==> config.mk <==
export PLATFORM = sky130hd
export DESIGN_NAME = wr_status_rdpath
export DESIGN_NICKNAME = d
export VERILOG_FILES = /design/src/rtl/wcs_pkg.sv /design/src/rtl/wcs_sync.sv /design/src/rtl/wcs_toggle.sv /design/src/rtl/wcs_outmux.sv /design/src/rtl/wr_status_rdpath.sv
export SDC_FILE = /design/constraint.sdc
export NUM_CORES = 1
export LEC_CHECK = 0
export CAP_MARGIN = 10
export CORE_MARGIN = 2
export CORE_UTILIZATION = 35
export CTS_CLUSTER_DIAMETER = 30
export CTS_CLUSTER_SIZE = 30
export DETAILED_ROUTE_END_ITERATION = 16
export GPL_TIMING_DRIVEN = 0
export HOLD_SLACK_MARGIN = 0.06
export PLACE_DENSITY = 0.72
export SYNTH_ARGS = -nofsm -noshare
export SYNTH_HDL_FRONTEND = slang
export SYNTH_SLANG_ARGS = --single-unit
export TNS_END_PERCENT = 20
==> constraint.sdc <==
create_clock -name clk -period 1.24 [get_ports clk]
set_input_delay 0.248 -clock clk [delete_from_list [all_inputs] [get_ports clk]]
set_output_delay 0.248 -clock clk [all_outputs]
set_load 0.05 [all_outputs]
==> src/rtl/wcs_pkg.sv <==
package wcs_pkg;
  typedef enum logic [1:0] {
    SRC_OFF    = 2'd0,
    SRC_ARRAY  = 2'd1,
    SRC_STATUS = 2'd2
  } rd_src_e;
endpackage

==> src/rtl/wcs_sync.sv <==
module wcs_sync #(
  parameter int          STAGES  = 2,
  parameter int          W       = 3,
  parameter logic [W-1:0] RST_VAL = '1
) (
  input  logic         clk,
  input  logic         rst,
  input  logic [W-1:0] d_i,
  output logic [W-1:0] q_o
);
  logic [STAGES-1:0][W-1:0] stg;

  always_ff @(posedge clk) begin
    if (rst) stg[0] <= RST_VAL;
    else     stg[0] <= d_i;
  end

  generate
    for (genvar i = 1; i < STAGES; i++) begin : g_stage
      always_ff @(posedge clk) begin
        if (rst) stg[i] <= RST_VAL;
        else     stg[i] <= stg[i-1];
      end
    end
  endgenerate

  assign q_o = stg[STAGES-1];

  // The last stage only takes a value that the stage before it held.
  p_chain_r9: assert property (@(posedge clk) disable iff (rst)
    (STAGES > 1) && !$past(rst) |-> q_o == $past(stg[(STAGES > 1) ? STAGES-2 : 0]));
endmodule

==> src/rtl/wcs_toggle.sv <==
module wcs_toggle (
  input  logic clk,
  input  logic rst,
  input  logic busy_i,
  input  logic rd_start_i,
  output logic tog_next_o
);
  logic busy_q;
  logic tog_q;
  logic busy_rise;
  logic tog_base;

  assign busy_rise  = busy_i & ~busy_q;
  assign tog_base   = busy_rise ? 1'b0 : tog_q;
  assign tog_next_o = tog_base ^ (rd_start_i & busy_i);

  always_ff @(posedge clk) begin
    if (rst) begin
      busy_q <= 1'b0;
      tog_q  <= 1'b0;
    end else begin
      busy_q <= busy_i;
      tog_q  <= tog_next_o;
    end
  end

  p_clear_on_start_r7: assert property (@(posedge clk) disable iff (rst)
    busy_i && !busy_q && !rd_start_i |=> !tog_q);
  p_hold_idle_r10: assert property (@(posedge clk) disable iff (rst)
    !rd_start_i && !(busy_i && !busy_q) |=> $stable(tog_q));
  p_flip_on_read_r6: assert property (@(posedge clk) disable iff (rst)
    rd_start_i && busy_i && busy_q |=> tog_q != $past(tog_q));
endmodule

==> src/rtl/wcs_outmux.sv <==
module wcs_outmux
  import wcs_pkg::*;
#(
  parameter int DATA_W = 8
) (
  input  logic              clk,
  input  logic              rst,
  input  rd_src_e           src_i,
  input  logic [DATA_W-1:0] arr_i,
  input  logic [DATA_W-1:0] last_i,
  input  logic              tog_i,
  output logic [DATA_W-1:0] dq_o,
  output logic              dq_oe_o
);
  localparam int POLL_BIT = DATA_W - 1;
  localparam int TOG_BIT  = DATA_W - 2;

  logic [DATA_W-1:0] status_w;
  logic [DATA_W-1:0] dq_d;

  always_comb begin
    status_w           = last_i;
    status_w[POLL_BIT] = ~last_i[POLL_BIT];
    status_w[TOG_BIT]  = tog_i;
  end

  always_comb begin
    unique case (src_i)
      SRC_ARRAY:  dq_d = arr_i;
      SRC_STATUS: dq_d = status_w;
      default:    dq_d = '0;
    endcase
  end

  always_ff @(posedge clk) begin
    if (rst) begin
      dq_o    <= '0;
      dq_oe_o <= 1'b0;
    end else begin
      dq_o    <= dq_d;
      dq_oe_o <= (src_i != SRC_OFF);
    end
  end

  p_quiet_when_off_r2: assert property (@(posedge clk) disable iff (rst)
    !dq_oe_o |-> dq_o == '0);
  p_reset_state_r1: assert property (@(posedge clk)
    $past(rst) |-> !dq_oe_o && dq_o == '0);
endmodule

==> src/rtl/wr_status_rdpath.sv <==
module wr_status_rdpath
  import wcs_pkg::*;
#(
  parameter int DATA_W      = 8,
  parameter int SYNC_STAGES = 2
) (
  input  logic              clk,
  input  logic              rst,
  input  logic              ce_n_i,
  input  logic              oe_n_i,
  input  logic              we_n_i,
  input  logic              busy_i,
  input  logic [DATA_W-1:0] last_byte_i,
  input  logic [DATA_W-1:0] arr_rdata_i,
  output logic [DATA_W-1:0] dq_o,
  output logic              dq_oe_o
);
  localparam int POLL_BIT = DATA_W - 1;
  localparam int TOG_BIT  = DATA_W - 2;
  localparam int NSTRB    = 3;

  logic [NSTRB-1:0] strb_s;
  logic             rd_s;
  logic             rd_q;
  logic             rd_start;
  logic             tog_next;
  rd_src_e          src;

  wcs_sync #(.STAGES(SYNC_STAGES), .W(NSTRB), .RST_VAL('1)) u_sync (
    .clk (clk),
    .rst (rst),
    .d_i ({we_n_i, oe_n_i, ce_n_i}),
    .q_o (strb_s)
  );

  // read state: both enables low, write-enable high
  assign rd_s     = ~strb_s[0] & ~strb_s[1] & strb_s[2];
  assign rd_start = rd_s & ~rd_q;

  always_ff @(posedge clk) begin
    if (rst) rd_q <= 1'b0;
    else     rd_q <= rd_s;
  end

  wcs_toggle u_tog (
    .clk        (clk),
    .rst        (rst),
    .busy_i     (busy_i),
    .rd_start_i (rd_start),
    .tog_next_o (tog_next)
  );

  always_comb begin
    if (!rd_s)       src = SRC_OFF;
    else if (busy_i) src = SRC_STATUS;
    else             src = SRC_ARRAY;
  end

  wcs_outmux #(.DATA_W(DATA_W)) u_out (
    .clk     (clk),
    .rst     (rst),
    .src_i   (src),
    .arr_i   (arr_rdata_i),
    .last_i  (last_byte_i),
    .tog_i   (tog_next),
    .dq_o    (dq_o),
    .dq_oe_o (dq_oe_o)
  );

  p_poll_bit_r4: assert property (@(posedge clk) disable iff (rst)
    dq_oe_o && !$past(rst) && $past(busy_i) |-> dq_o[POLL_BIT] != $past(last_byte_i[POLL_BIT]));
  p_low_bits_r5: assert property (@(posedge clk) disable iff (rst)
    dq_oe_o && !$past(rst) && $past(busy_i) |-> dq_o[TOG_BIT-1:0] == $past(last_byte_i[TOG_BIT-1:0]));
  p_true_data_r3: assert property (@(posedge clk) disable iff (rst)
    dq_oe_o && !$past(rst) && !$past(busy_i) |-> dq_o == $past(arr_rdata_i));
  p_back_to_data_r8: assert property (@(posedge clk) disable iff (rst)
    rd_s && rd_q && !busy_i && $past(busy_i) |=> dq_oe_o && dq_o == $past(arr_rdata_i));
  p_no_drive_on_write_r10: assert property (@(posedge clk) disable iff (rst)
    !strb_s[2] |=> !dq_oe_o);
endmodule

# After elaboration in Yosys (flattened, before gate mapping)
# Index checks and enable logic that the tools add are counted.
# totals
ff_bits	18
out_inout_bits	9
# op_classes
reduce_logical	1
n_eq_ne	2
mux	4
n_bitwise	11
# op_table
operator	n
one-hot mux 8 bit (2 select lines)	1
AND 1 bit	5
NOT 1 bit	5
two-way mux 2 bit	2
equality test 2 x 1 -> 1 bit, second input constant	1
equality test 2 bit, second input constant	1
nonzero test 2 bit	1
two-way mux 1 bit	1
XOR 1 bit	1

# Logic depth before layout (Yosys ltp)
# Gate-level depths: netlist (run 1).
# depth
depth_word	7
ltp_mapped	4
depth_no_buf	3

# Hierarchy
# Synthesis (run 1) repeated with hierarchy kept, for this count alone.
# unflattened
hier_cells	64
hier_area_um2	744.5
# modules_own_cells
mod	seq_area_each_um2	n_inst	area_each_um2	cells_each
wcs_outmux	180.2	1	426.7	36
wcs_sync	120.1	1	180.2	15
wcs_toggle	40.0	1	78.8	8
wr_status_rdpath	20.0	1	58.8	5

# Worst setup path after synthesis (run 1)
# No wires, ideal clock.
# synth_timing
path_kind	register to register
start	register u_sync.stg, in the netlist u_sync.q_o[0]
end	register u_tog.tog_q
arrival_ns	0.963
stages_incl_launch_ff	4
setup_time_ns	0.070
synth_period_minus_slack_ns	1.033
required_ns	1.170
path_buffers	0
path_slack_ns	0.207
path_cell_list	dfxtp_1 -> nand4bb_1 -> a211o_1 -> a21oi_1
# synth_via
elab_chain_cells	6
# synth_lines
element	line_no	source
start: declaration	wcs_sync.sv:11	logic [STAGES-1:0][W-1:0] stg;
start signal: indexed assignment	wcs_sync.sv:22	else stg[i] <= stg[i-1];
NOT 1 bit	wr_status_rdpath.sv:37	assign rd_s = ~strb_s[0] & ~strb_s[1] & strb_s[2];
AND 1 bit (2 in a row)	wr_status_rdpath.sv:37	
AND 1 bit	wr_status_rdpath.sv:38	assign rd_start = rd_s & ~rd_q;
AND 1 bit	wcs_toggle.sv:15	assign tog_next_o = tog_base ^ (rd_start_i & busy_i);
XOR 1 bit	wcs_toggle.sv:15	
end signal: assignment	wcs_toggle.sv:23	tog_q <= tog_next_o;
end: declaration	wcs_toggle.sv:9	logic tog_q;
# Every way passes these cells.
# A chain may end at the register's enable or synchronous reset.

# Worst setup path after layout (run 1)
# layout_timing
start	register u_out.dq_o[2]
end	output dq_o[2]
# layout_rtl
element	line_no	source
start: declaration	wcs_outmux.sv:12	output logic [DATA_W-1:0] dq_o,
start signal: assignment	wcs_outmux.sv:40	dq_o <= dq_d;
end: declaration	wr_status_rdpath.sv:15	output logic [DATA_W-1:0] dq_o,
# No word-level cell between the ends.

==> results.md, run 1 <==
- Status: complete, no violations
- Commonest non-fill, non-tap cells in the layout: 19 x clkdlybuf4s50_1, 17 x dfxtp_1, 7 x nor2_1, 5 x a22oi_1, 5 x buf_2
- Final setup fails: 0
- Total die area: 0.00211 mm^2
- Final Instance Area: 965 um^2
- VDD IR max: 595 uV
- Period utilisation layout: 97.9%
- Layout Skew: 0.00359 ns
- Fin crit period: 1.21 ns
- Initial Utilization: 36.4%
- RSZ-0062 raised after global routing: true
- Syn Nets: 77
- Total track usage: 13.3%
- Post-synth top area share: 58.5%
- Post-DRT Antenna Nets: 0
- Sequential area share after synthesis: 58.5%
- Cell count after placement: 101
- Ranking of synthesized cells by area: dfxtp_1 59%, a22oi_1 7.3%, nor2_1 4.3%
- Area Growth Syn to Fin: 56.7%
- Buffers on Ports: 29
- Core Area: 0.00169 mm^2
- Vias: 529
- CP delay by family, top: buffers and inverters
- Crit-path max cell delay: 0.36 ns
- DP Area: 927 um^2
- Setup TNS: 0 ns
- Ys Warns: 0
- Largest fanout on the critical path: 1
- Worst Setup Start Kind: flip-flop
- Clock transition at path regs: 0.10 ns
- CTS Buf Count: 3
- Detailed Route Iter0 Violations: 7
- Least-Margin Pin Slew: 0.303 ns
- Global-route wire length before repair: 1950 um
- Synth Area in Adders: 0%
- GRT overflow: 0
- Wire length per cell: 12.3 um
- CP Cell Sequence: clkdlybuf4s15_2
- Post-synthesis mux area share: 0%
- Rel. slew slack: 79.7%
- Worst Hold Class: reg2reg
- Synth Area in Compound Gates: 13.0%
- Wirelength, routed: 1300 um
- Vias in the first global route: 455
- Critical path class: reg2out
- Ports: 31
- FFs w/ async S/R, synth: 0%
- Routability Congestion: 0.688
- Main synth FF type: dfxtp_1
- Worst path slowest cell: clkdlybuf4s15_2
- Post-DP HPWL: 968 um
- Fill cells: 155
- Clock buffer depth: 2
- Synth area leader: dfxtp_1
- FF+latch count, synth: 18
- Post-Synth XOR/XNOR Area: 1.42%
- Critical Path AT: 0.97 ns
- Pin count of the biggest net entering global routing: 11
- CTS Hold Bufs: 0
- NumNets Final: 112
- Leading cell type in the layout, fill and taps excluded: clkdlybuf4s50_1
- Layout cell share with drive strength beyond 1: 24.7%
- Leak: 0.378 nW
- Final std cells w/o fill: 106
- Clk_lat worst skew: 0.29 ns
- Syn Inst Count: 55
- Root buf cell: clkbuf_4
- Diode count: 0
- Max-cap viol count: 0
- F_max: 824 MHz
- DR pass1 iterations: 4
- Syn avg cell area: 11.2 um^2
- Initial antenna violation count: 0
- Simple-Gate Fraction of Synth Area: 25.6%
- Die W: 45.9 um
- Final hold violations: 0
- CP Data Required Time: 0.99 ns
- Largest family of logic cells by synthesized area: simple AND/OR/NAND/NOR gates
- Cell row count: 15
- Vias per cell: 4.99
- Yosys cell types: 22
- H-tree lvl count: 1
- Critical path endpoint category: output pin
- Worst path bufs/invs: 1
- Residual DRC: 0
- PD cells: 1090 mW/mm^2
- Synthesized area: 616 um^2
- Final Max Tran Viols: 0
- Number of flops mapped to enable cells by yosys: 0
- Die Y: 45.9 um
- CTS sink cnt: 18
- CTS tree: yes
## report_power, final
| part | switching (mW) | internal [mW] |
|---|---|---|
| Clock | 0.173 | 0.179 |
| Sequential | 0.00905 | 0.590 |
| Combinational | 0.0292 | 0.0689 |
| Total | 0.211 | 0.838 |
## area by class of cell
class | instances | area, um^2 | area share, %
buffer | 2 | 12.5 | 1.30
clock buffer | 4 | 36.3 | 3.76
multi-input combinational | 35 | 260 | 27.0
sequential | 18 | 362 | 37.5
tap | 17 | 21.3 | 2.20
timing repair buffer | 30 | 273 | 28.3
## state kept, by name, indices dropped and copies added (netlist names)
name           count
u_out.dq_o         8
u_sync.q_o         3
u_sync.stg         3
rd_q               1
u_out.dq_oe_o      1
u_tog.busy_q       1
u_tog.tog_q        1
## cells in the mapped netlist (2+ instances only)
library cell and count:
a22oi_1 6, dfxtp_1 18, nand2_1 2, nor2_1 7, or2_1 4, or2_2 2
## metrics by stage
stage / setup WS (ns) / hold slack, ns / utilization, % / total power, mW
detailed placement: -0.428 / 0.393 / 54.9 / 0.709
floorplan: 0.207 / 0.320 / - / 0.633
CTS: 0.000722 / 0.417 / 57.5 / 1.07
global placement: -0.365 / 0.387 / 54.9 / 0.706
finish: 0.0258 / 0.412 / 57.1 / 1.05
global route: -0.0187 / 0.431 / 57.1 / 1.09
## per-layer routing
| metal | vias up | part of all wire (%) | global-route usage [%] |
|---|---|---|---|
| met5 | - | 0 | 0 |
| met4 | 0 | 1.0 | 10.3 |
| met3 | 2 | 4.8 | 2.78 |
| met2 | 12 | 50 | 20.6 |
| met1 | 251 | 44 | 15.7 |
| li1 | 264 | - | - |
## timing repair
item / in CTS / in global routing
endpoints found under the setup margin: 17 / 17
pin swaps: 1 / 1
setup buffers: 0 / 1
gates resized for setup: 32 / 15
## cell families after synthesis
| kind of cell | Yosys count |
|---|---|
| and+or+nand+nor | 23 |
| buffers and inverters | 2 |
| xor gates and xnor gates | 1 |
| AOI/OAI and AO/OA | 11 |
| DFF | 18 |
## path summary, 6_finish.rpt
check / slack [ns] / startpoint / depth (start not counted) / to
worst max-delay path: 0.03 / u_out.dq_o[2]$_SDFF_PP0_ / 1 / dq_o[2]
worst min-delay path: 0.41 / u_sync.stg[2]$_SDFF_PP1_ / 1 / u_sync.q_o[2]$_SDFF_PP1_
worst min register to register: 0.41 / u_sync.stg[2]$_SDFF_PP1_ / 1 / u_sync.q_o[2]$_SDFF_PP1_
worst max register to register: 0.07 / u_sync.q_o[0]$_SDFF_PP1_ / 3 / u_tog.tog_q$_SDFF_PP0_
Note: power is estimated with default switching activity, not from simulation.
==> run 2: changes to the inputs <==
==> constraint.sdc (replaced) <==
create_clock -name clk -period 1.24 [get_ports clk]
set_input_delay 0.124 -clock clk [delete_from_list [all_inputs] [get_ports clk]]
set_output_delay 0.124 -clock clk [all_outputs]
set_load 0.02 [all_outputs]
==> results.md, run 2 (synthesis results as in run 1) <==
- Clock buffer depth: 2 (unchanged)
- Detailed Route Iter0 Violations: 7 (unchanged)
- Vias per cell: 5.01 (was 4.99)
- F_max: 874 MHz (was 824 MHz)
- Clk_lat worst skew: 0.29 ns (about the same)
- Ports: 31 (unchanged)
- Period utilisation layout: 92.2% (was 97.9%)
- R2r worst-path depth: 3 (unchanged)
- Final hold violations: 0 (unchanged)
- Post-DRT Antenna Nets: 0 (unchanged)
- Worst Setup Start Kind: flip-flop (unchanged)
- Worst Hold Class: in2reg (was reg2reg)
- Worst path slowest cell: dfxtp_1 (was clkdlybuf4s15_2)
- CTS Buf Count: 3 (unchanged)
- NumNets Final: 112 (unchanged)
- Number of flip-flops in the largest register: 8 (unchanged)
- Die W: 45.9 um (unchanged)
- Routability Congestion: 0.688 (unchanged)
- Setup TNS: 0 ns (unchanged)
- Largest fanout on the critical path: 5 (was 1)
- Rel. slew slack: 68.8% (was 79.7%)
- VDD IR max: 588 uV (was 595 uV)
- Final Max Tran Viols: 0 (unchanged)
- H-tree lvl count: 1 (unchanged)
- Critical Path AT: 1.37 ns (was 0.97 ns)
- R2r startpoint: u_sync.q_o[0]$_SDFF_PP1_ (unchanged)
- Initial Utilization: 36.4% (unchanged)
- Buffers on Ports: 29 (unchanged)
- Layout Skew: 0.00264 ns (was 0.00359 ns)
- Leak: 0.396 nW (was 0.378 nW)
- Least-Margin Pin Slew: 0.468 ns (was 0.303 ns)
- Cell row count: 15 (unchanged)
- Residual DRC: 0 (unchanged)
- Clock transition at path regs: 0.10 ns (about the same)
- CTS tree: yes (unchanged)
- Fin crit period: 1.14 ns (was 1.21 ns)
- Area Growth Syn to Fin: 56.5% (was 56.7%)
- Final setup fails: 0 (unchanged)
- Total track usage: 13.2% (was 13.3%)
- Critical path endpoint category: flip-flop (was output pin)
- Fill cells: 155 (unchanged)
- Wirelength, routed: 1280 um (was 1300 um)
- GRT overflow: 0 (unchanged)
- HP Start: oe_n_i (was u_sync.stg[2]$_SDFF_PP1_)
- CTS Hold Bufs: 0 (unchanged)
- Core Area: 0.00169 mm^2 (unchanged)
- Vias: 531 (was 529)
- Post-DP HPWL: 968 um (unchanged)
- Pint: 0.838 mW (about the same)
- CTS sink cnt: 18 (unchanged)
- Layout cell share with drive strength beyond 1: 12.4% (was 24.7%)
- Top reg by flops: u_out.dq_o (unchanged)
- Logic pwr share: 9.0% (was 9.3%)
- Wire length per cell: 12.1 um (was 12.3 um)
- Vias in the first global route: 451 (was 455)
- PD cells: 1090 mW/mm^2 (about the same)
- Initial antenna violation count: 0 (unchanged)
- CP Data Required Time: 1.47 ns (was 0.99 ns)
- Min-Delay Endpoint: u_sync.stg[1]$_SDFF_PP1_ (was u_sync.q_o[2]$_SDFF_PP1_)
- Clock share of power: 33.8% (was 33.5%)
- Crit-path max cell delay: 0.38 ns (was 0.36 ns)
- CP delay by family, top: compound AO/OA/AOI/OAI gates (was buffers and inverters)
- Cell count after placement: 101 (unchanged)
- Max-cap viol count: 0 (unchanged)
- Critical path class: reg2reg (was reg2out)
- Root buf cell: clkbuf_4 (unchanged)
- RSZ-0062 raised after global routing: false (was true)
- Die Y: 45.9 um (unchanged)
- Switching part of the total: 20.0% (was 20.1%)
- Sw Pwr: 0.209 mW (was 0.211 mW)
- Worst path bufs/invs: 0 (was 1)
- Critical R2R Capture: u_tog.tog_q$_SDFF_PP0_ (unchanged)
- Global-route wire length before repair: 1930 um (was 1950 um)
- CP Cell Sequence: nand4bb_1, a211o_1, a21oi_1 (was clkdlybuf4s15_2)
- Status: complete, no violations (unchanged)
- Total die area: 0.00211 mm^2 (unchanged)
- DR pass1 iterations: 4 (unchanged)
- Diode count: 0 (unchanged)
- Commonest non-fill, non-tap cells in the layout: 20 x clkdlybuf4s50_1, 17 x dfxtp_1, 9 x dlygate4sd2_1, 7 x nor2_1, 6 x a22oi_1 (was 19 x clkdlybuf4s50_1, 17 x dfxtp_1, 7 x nor2_1, 5 x a22oi_1, 5 x buf_2)
- Sequential share of power: 57.1% (about the same)
- Leading cell type in the layout, fill and taps excluded: clkdlybuf4s50_1 (unchanged)
- Final std cells w/o fill: 106 (unchanged)
- Hold path cells: 2 (was 1)
- Register-to-register setup slack: 0.1 ns (was 0.07 ns)
- Pin count of the biggest net entering global routing: 11 (unchanged)
==> run 2: cell count changes in the layout (fill, tap and decap cells not counted) <==
cell             before  now
nor4b_2               0    1
a22oi_2               1    0
buf_2                 5    0
clkdlybuf4s18_2       3    0
clkbuf_2              1    0
clkbuf_1              0    1
dlygate4sd2_1         1    9
nor4b_4               2    1
clkdlybuf4s15_2       1    0
clkdlybuf4s50_1      19   20
a22oi_1               5    6
==> run 2: power groups by stage <==
stage	combinational [mW]	sequential (mW)	clock [mW]
5_1_grt	0.101	0.600	0.387
3_3_place_gp	0.0930	0.611	0
4_1_cts	0.0954	0.598	0.375
2_1_floorplan	0.0198	0.611	0
6_report	0.0947	0.598	0.354
3_5_place_dp	0.0957	0.611	0
==> run 2: worst reg2reg max path, stage by stage (launching register included) <==
cell	delay, ns
dfxtp_1	0.38
nand4bb_1	0.27
a211o_1	0.30
a21oi_1	0.13
==> run 2: routing by layer <==
| layer | part of all wire, % | global-route usage, % | routed length, um |
|---|---|---|---|
| met3 | 4.6 | 2.78 | 59 |
| met5 | 0 | 0 | 0 |
| met4 | 1.0 | 10.3 | 13 |
| met2 | 50 | 19.7 | 634 |
| met1 | 45 | 16.2 | 571 |
==> run 2: cell type report <==
type	count	area, um^2	share of cell area (%)
plain buffers	2	11.3	1.17
repair buffers	30	287	29.7
multi-input cells	35	246	25.6
clock buffers	4	36.3	3.77
well taps	17	21.3	2.21
flip-flops and latches	18	362	37.5
==> run 2: through the flow <==
| step | util, % | setup slack (ns) | hold slack [ns] | power (mW) | area, um^2 |
|---|---|---|---|---|---|
| global placement | 54.9 | -0.241 | 0.387 | 0.704 | 927 |
| detailed placement | 54.9 | -0.304 | 0.393 | 0.707 | 927 |
| finish | 57.0 | 0.0962 | 0.382 | 1.05 | 963 |
| global route | 57.0 | 0.0137 | 0.396 | 1.09 | 963 |
| floorplan | - | 0.207 | 0.196 | 0.631 | 616 |
| CTS | 56.4 | 0.00810 | 0.371 | 1.07 | 952 |
==> run 2: repair_timing <==
| action | 4_1_cts | 5_1_grt |
|---|---|---|
| endpoints found under the setup margin | 9 | 7 |
| pin swaps | 0 | 1 |
| gates resized for setup | 9 | 2 |
| gates cloned | 0 | 0 |
| setup buffers | 0 | 1 |
==> run 2: worst max-delay path by stage <==
stage,slack (ns),cells after the start,start,to
2_1_floorplan,0.21,3,u_sync.q_o[0]$_SDFF_PP1_,u_tog.tog_q$_SDFF_PP0_
3_3_place_gp,-0.24,4,busy_i,u_out.dq_o[1]$_SDFF_PP0_
3_5_place_dp,-0.30,4,busy_i,u_out.dq_o[1]$_SDFF_PP0_
4_1_cts,0.008,3,u_sync.q_o[1]$_SDFF_PP1_,u_out.dq_o[1]$_SDFF_PP0_
5_1_grt,0.01,4,u_sync.q_o[1]$_SDFF_PP1_,u_out.dq_o[1]$_SDFF_PP0_
6_report,0.1,3,u_sync.q_o[0]$_SDFF_PP1_,u_tog.tog_q$_SDFF_PP0_
==> run 3: changes to the inputs <==
Settings changed: ABC_AREA set to 1, CORE_UTILIZATION 35 to 30, PLACE_DENSITY 0.72 to unset.
==> results.md, run 3 <==
- Status: complete, no violations (unchanged)
- Final core occ: 49.0% (was 57.0%)
- Final setup fails: 0 (unchanged)
- Pin count of the biggest net entering global routing: 11 (unchanged)
- Detailed Route Iter0 Violations: 4 (was 7)
- Vias: 530 (was 531)
- Period utilisation layout: 86.7% (was 92.2%)
- PD cells: 1090 mW/mm^2 (about the same)
- Stages on worst setup path: 1 (was 3)
- Residual DRC: 0 (unchanged)
- Top reg by flops: u_out.dq_o (unchanged)
- Buffers on Ports: 28 (was 29)
- CP Data Required Time: 1.12 ns (was 1.47 ns)
- Ports: 31 (unchanged)
- Critical Path AT: 0.95 ns (was 1.37 ns)
- Number of flip-flops in the largest register: 8 (unchanged)
- Area Growth Syn to Fin: 55.3% (was 56.5%)
- R2r startpoint: u_sync.q_o[1]$_SDFF_PP1_ (was u_sync.q_o[0]$_SDFF_PP1_)
- Crit-path max cell delay: 0.34 ns (was 0.38 ns)
- Sequential area share after synthesis: 58.8% (was 58.5%)
- Die W: 49.2 um (was 45.9 um)
- Syn Inst Count: 68 (was 55)
- Worst path slowest cell: dlygate4sd2_1 (was dfxtp_1)
- Ranking of synthesized cells by area: dfxtp_1 59%, nand2_1 10%, or2_2 6.1% (was dfxtp_1 59%, a22oi_1 7.3%, nor2_1 4.3%)
- Largest fanout on the critical path: 1 (was 5)
- Critical path endpoint category: output pin (was flip-flop)
- CP endpoint: dq_o[6] (was u_tog.tog_q$_SDFF_PP0_)
- Wirelength, routed: 1220 um (was 1280 um)
- CP delay by family, top: buffers and inverters (was compound AO/OA/AOI/OAI gates)
- Wire length per cell: 9.64 um (was 12.1 um)
- CTS tree: yes (unchanged)
- Die Y: 49.2 um (was 45.9 um)
- Clock transition at path regs: 0.10 ns (about the same)
- Vias in the first global route: 480 (was 451)
- Cell count after placement: 123 (was 101)
- Synthesized area: 613 um^2 (was 616 um^2)
- R2r worst-path depth: 5 (was 3)
- Post-DP HPWL: 944 um (was 968 um)
- GRT overflow: 0 (unchanged)
- Global-route wire length before repair: 2060 um (was 1930 um)
- Post-synth top cells: 18 x dfxtp_1, 17 x nand2_1, 7 x a21oi_1 (was 18 x dfxtp_1, 7 x nor2_1, 6 x a22oi_1)
- Clock buffer depth: 2 (unchanged)
- CTS Buf Count: 3 (unchanged)
- Initial antenna violation count: 0 (unchanged)
- Synth area leader: dfxtp_1 (unchanged)
- Routability Congestion: 0.745 (was 0.688)
- Worst Hold Class: in2reg (unchanged)
- Yosys cell types: 17 (was 22)
- Syn Nets: 90 (was 77)
- Least-Margin Pin Slew: 0.311 ns (was 0.468 ns)
- Crit path launch: u_out.dq_o[6]$_SDFF_PP0_ (was u_sync.q_o[0]$_SDFF_PP1_)
- Rel. slew slack: 79.3% (was 68.8%)
- Post-DRT Antenna Nets: 0 (unchanged)
- Vias per cell: 4.17 (was 5.01)
- VDD IR max: 621 uV (was 588 uV)
- Root buf cell: clkbuf_4 (unchanged)
- Fin crit period: 1.07 ns (was 1.14 ns)
- CTS Hold Bufs: 0 (unchanged)
- Critical path class: reg2out (was reg2reg)
- Post-synth top area share: 58.8% (was 58.5%)
- Diode count: 0 (unchanged)
- Register-to-register setup slack: 0.18 ns (was 0.1 ns)
- Syn avg cell area: 9.02 um^2 (was 11.2 um^2)
- Number of flops mapped to enable cells by yosys: 0 (unchanged)
- Worst path bufs/invs: 1 (was 0)
- Most numerous cell in the Yosys netlist: dfxtp_1 (unchanged)
- Hold path cells: 2 (unchanged)
- CP Cell Sequence: dlygate4sd2_1 (was nand4bb_1, a211o_1, a21oi_1)
- Initial Utilization: 31.6% (was 36.4%)
- FF+latch count, synth: 18 (unchanged)
- F_max: 931 MHz (was 874 MHz)
- Worst Setup Start Kind: flip-flop (unchanged)
- FFs w/ async S/R, synth: 0% (unchanged)
- Cell row count: 16 (was 15)
- PnR Total Power: 1.04 mW (was 1.05 mW)
- Main synth FF type: dfxtp_1 (unchanged)
- NumNets Final: 123 (was 112)
- Final Max Tran Viols: 0 (unchanged)
- Ys Warns: 0 (unchanged)
- Layout cell share with drive strength beyond 1: 20.0% (was 12.4%)
- Final std cells w/o fill: 127 (was 106)
- Total die area: 0.00242 mm^2 (was 0.00211 mm^2)
- DR pass1 iterations: 2 (was 4)
- Total track usage: 11.4% (was 13.2%)
- H-tree lvl count: 1 (unchanged)
- Critical R2R Capture: u_out.dq_o[6]$_SDFF_PP0_ (was u_tog.tog_q$_SDFF_PP0_)
- Place WS: -0.111 ns (was -0.304 ns)
- Clk_lat worst skew: 0.29 ns (about the same)
- RSZ-0062 raised after global routing: false (unchanged)
- Leading cell type in the layout, fill and taps excluded: clkdlybuf4s50_1 (unchanged)
- Layout Skew: 0.00454 ns (was 0.00264 ns)
- Leak: 0.398 nW (was 0.396 nW)
- CTS sink cnt: 18 (unchanged)
- Final hold violations: 0 (unchanged)
- Core Area: 0.00194 mm^2 (was 0.00169 mm^2)
- Commonest non-fill, non-tap cells in the layout: 19 x clkdlybuf4s50_1, 18 x dfxtp_1, 17 x nand2_1, 9 x dlygate4sd2_1, 7 x a21oi_1 (was 20 x clkdlybuf4s50_1, 17 x dfxtp_1, 9 x dlygate4sd2_1, 7 x nor2_1, 6 x a22oi_1)
- Setup slack after layout: 0.166 ns (was 0.0962 ns)
- Max-cap viol count: 0 (unchanged)
[run 3: cell types whose count changed after synthesis, sizes merged, moves of 3 or more]
cell / before / now
a21oi: 1 / 8
a22oi: 6 / 0
inv: 0 / 4
nand2: 2 / 18
nor4b: 3 / 0
[run 3: repair_timing]
action,in CTS,in global routing
buffers inserted,0,0
gates resized for setup,9,0
setup endpoints to repair,9,0
endpoints found under the hold margin,0,0
[run 3: layout make-up]
| cell class | count | area, um^2 |
|---|---|---|
| well taps | 27 | 33.8 |
| inverters | 4 | 15.0 |
| clock buffers | 4 | 36.3 |
| fillers | 212 | 990 |
| flip-flops and latches | 18 | 360 |
| multi-input cells | 44 | 229 |
| repair buffers | 28 | 269 |
| plain buffers | 2 | 8.76 |
[run 3: power by group]
| group | switching [mW] | leakage, nW | total, mW | internal [mW] |
|---|---|---|---|---|
| logic | 0.0259 | 0.231 | 0.0879 | 0.0619 |
| registers | 0.00438 | 0.147 | 0.594 | 0.590 |
| clock network | 0.178 | 0.0210 | 0.356 | 0.179 |
| total | 0.208 | 0.398 | 1.04 | 0.830 |
[run 3: cell families (layout without fill, tap and decap cells)]
group / after synthesis / count (layout) / share of synthesized area [%]
and+or+nand+nor: 35 / 35 / 28.8
DFF: 18 / 18 / 58.8
AOI/OAI and AO/OA: 9 / 9 / 8.57
buffers and inverters: 6 / 38 / 3.88
[run 3: worst min path at each step]
stage / from / to / slack [ns]
final: rst / u_out.dq_o[6]$_SDFF_PP0_ / 0.17
after CTS: rst / u_out.dq_o[6]$_SDFF_PP0_ / 0.17
after floorplan: ce_n_i / u_sync.stg[0]$_SDFF_PP1_ / 0.23
after detailed placement: u_sync.stg[2]$_SDFF_PP1_ / u_sync.q_o[2]$_SDFF_PP1_ / 0.39
after global placement: u_sync.stg[0]$_SDFF_PP1_ / u_sync.q_o[0]$_SDFF_PP1_ / 0.39
after global routing: rst / u_out.dq_o[6]$_SDFF_PP0_ / 0.20
[run 3: through the flow]
stage | TNS, ns | hold slack [ns] | instance area, um^2
floorplan | 0 | 0.228 | 613
global placement | -0.307 | 0.393 | 927
detailed placement | -0.468 | 0.394 | 927
CTS | 0 | 0.167 | 952
global route | 0 | 0.203 | 952
finish | 0 | 0.168 | 952
[run 3: layer usage]
| metal | vias to the layer above | track usage, % | routed length, um |
|---|---|---|---|
| met5 | - | 0 | 0 |
| met4 | 0 | 5.71 | 11 |
| met3 | 2 | 3.99 | 63 |
| met2 | 12 | 18.9 | 651 |
| met1 | 241 | 12.8 | 497 |
| li1 | 275 | - | - |
[run 3: worst register-to-register path, cell delays in order (launching register included)]
cell and delay [ns]:
dfxtp_1 0.32, nor2_2 0.17, nand2_2 0.11, nor2_4 0.19, nand2_1 0.09, a21oi_2 0.13
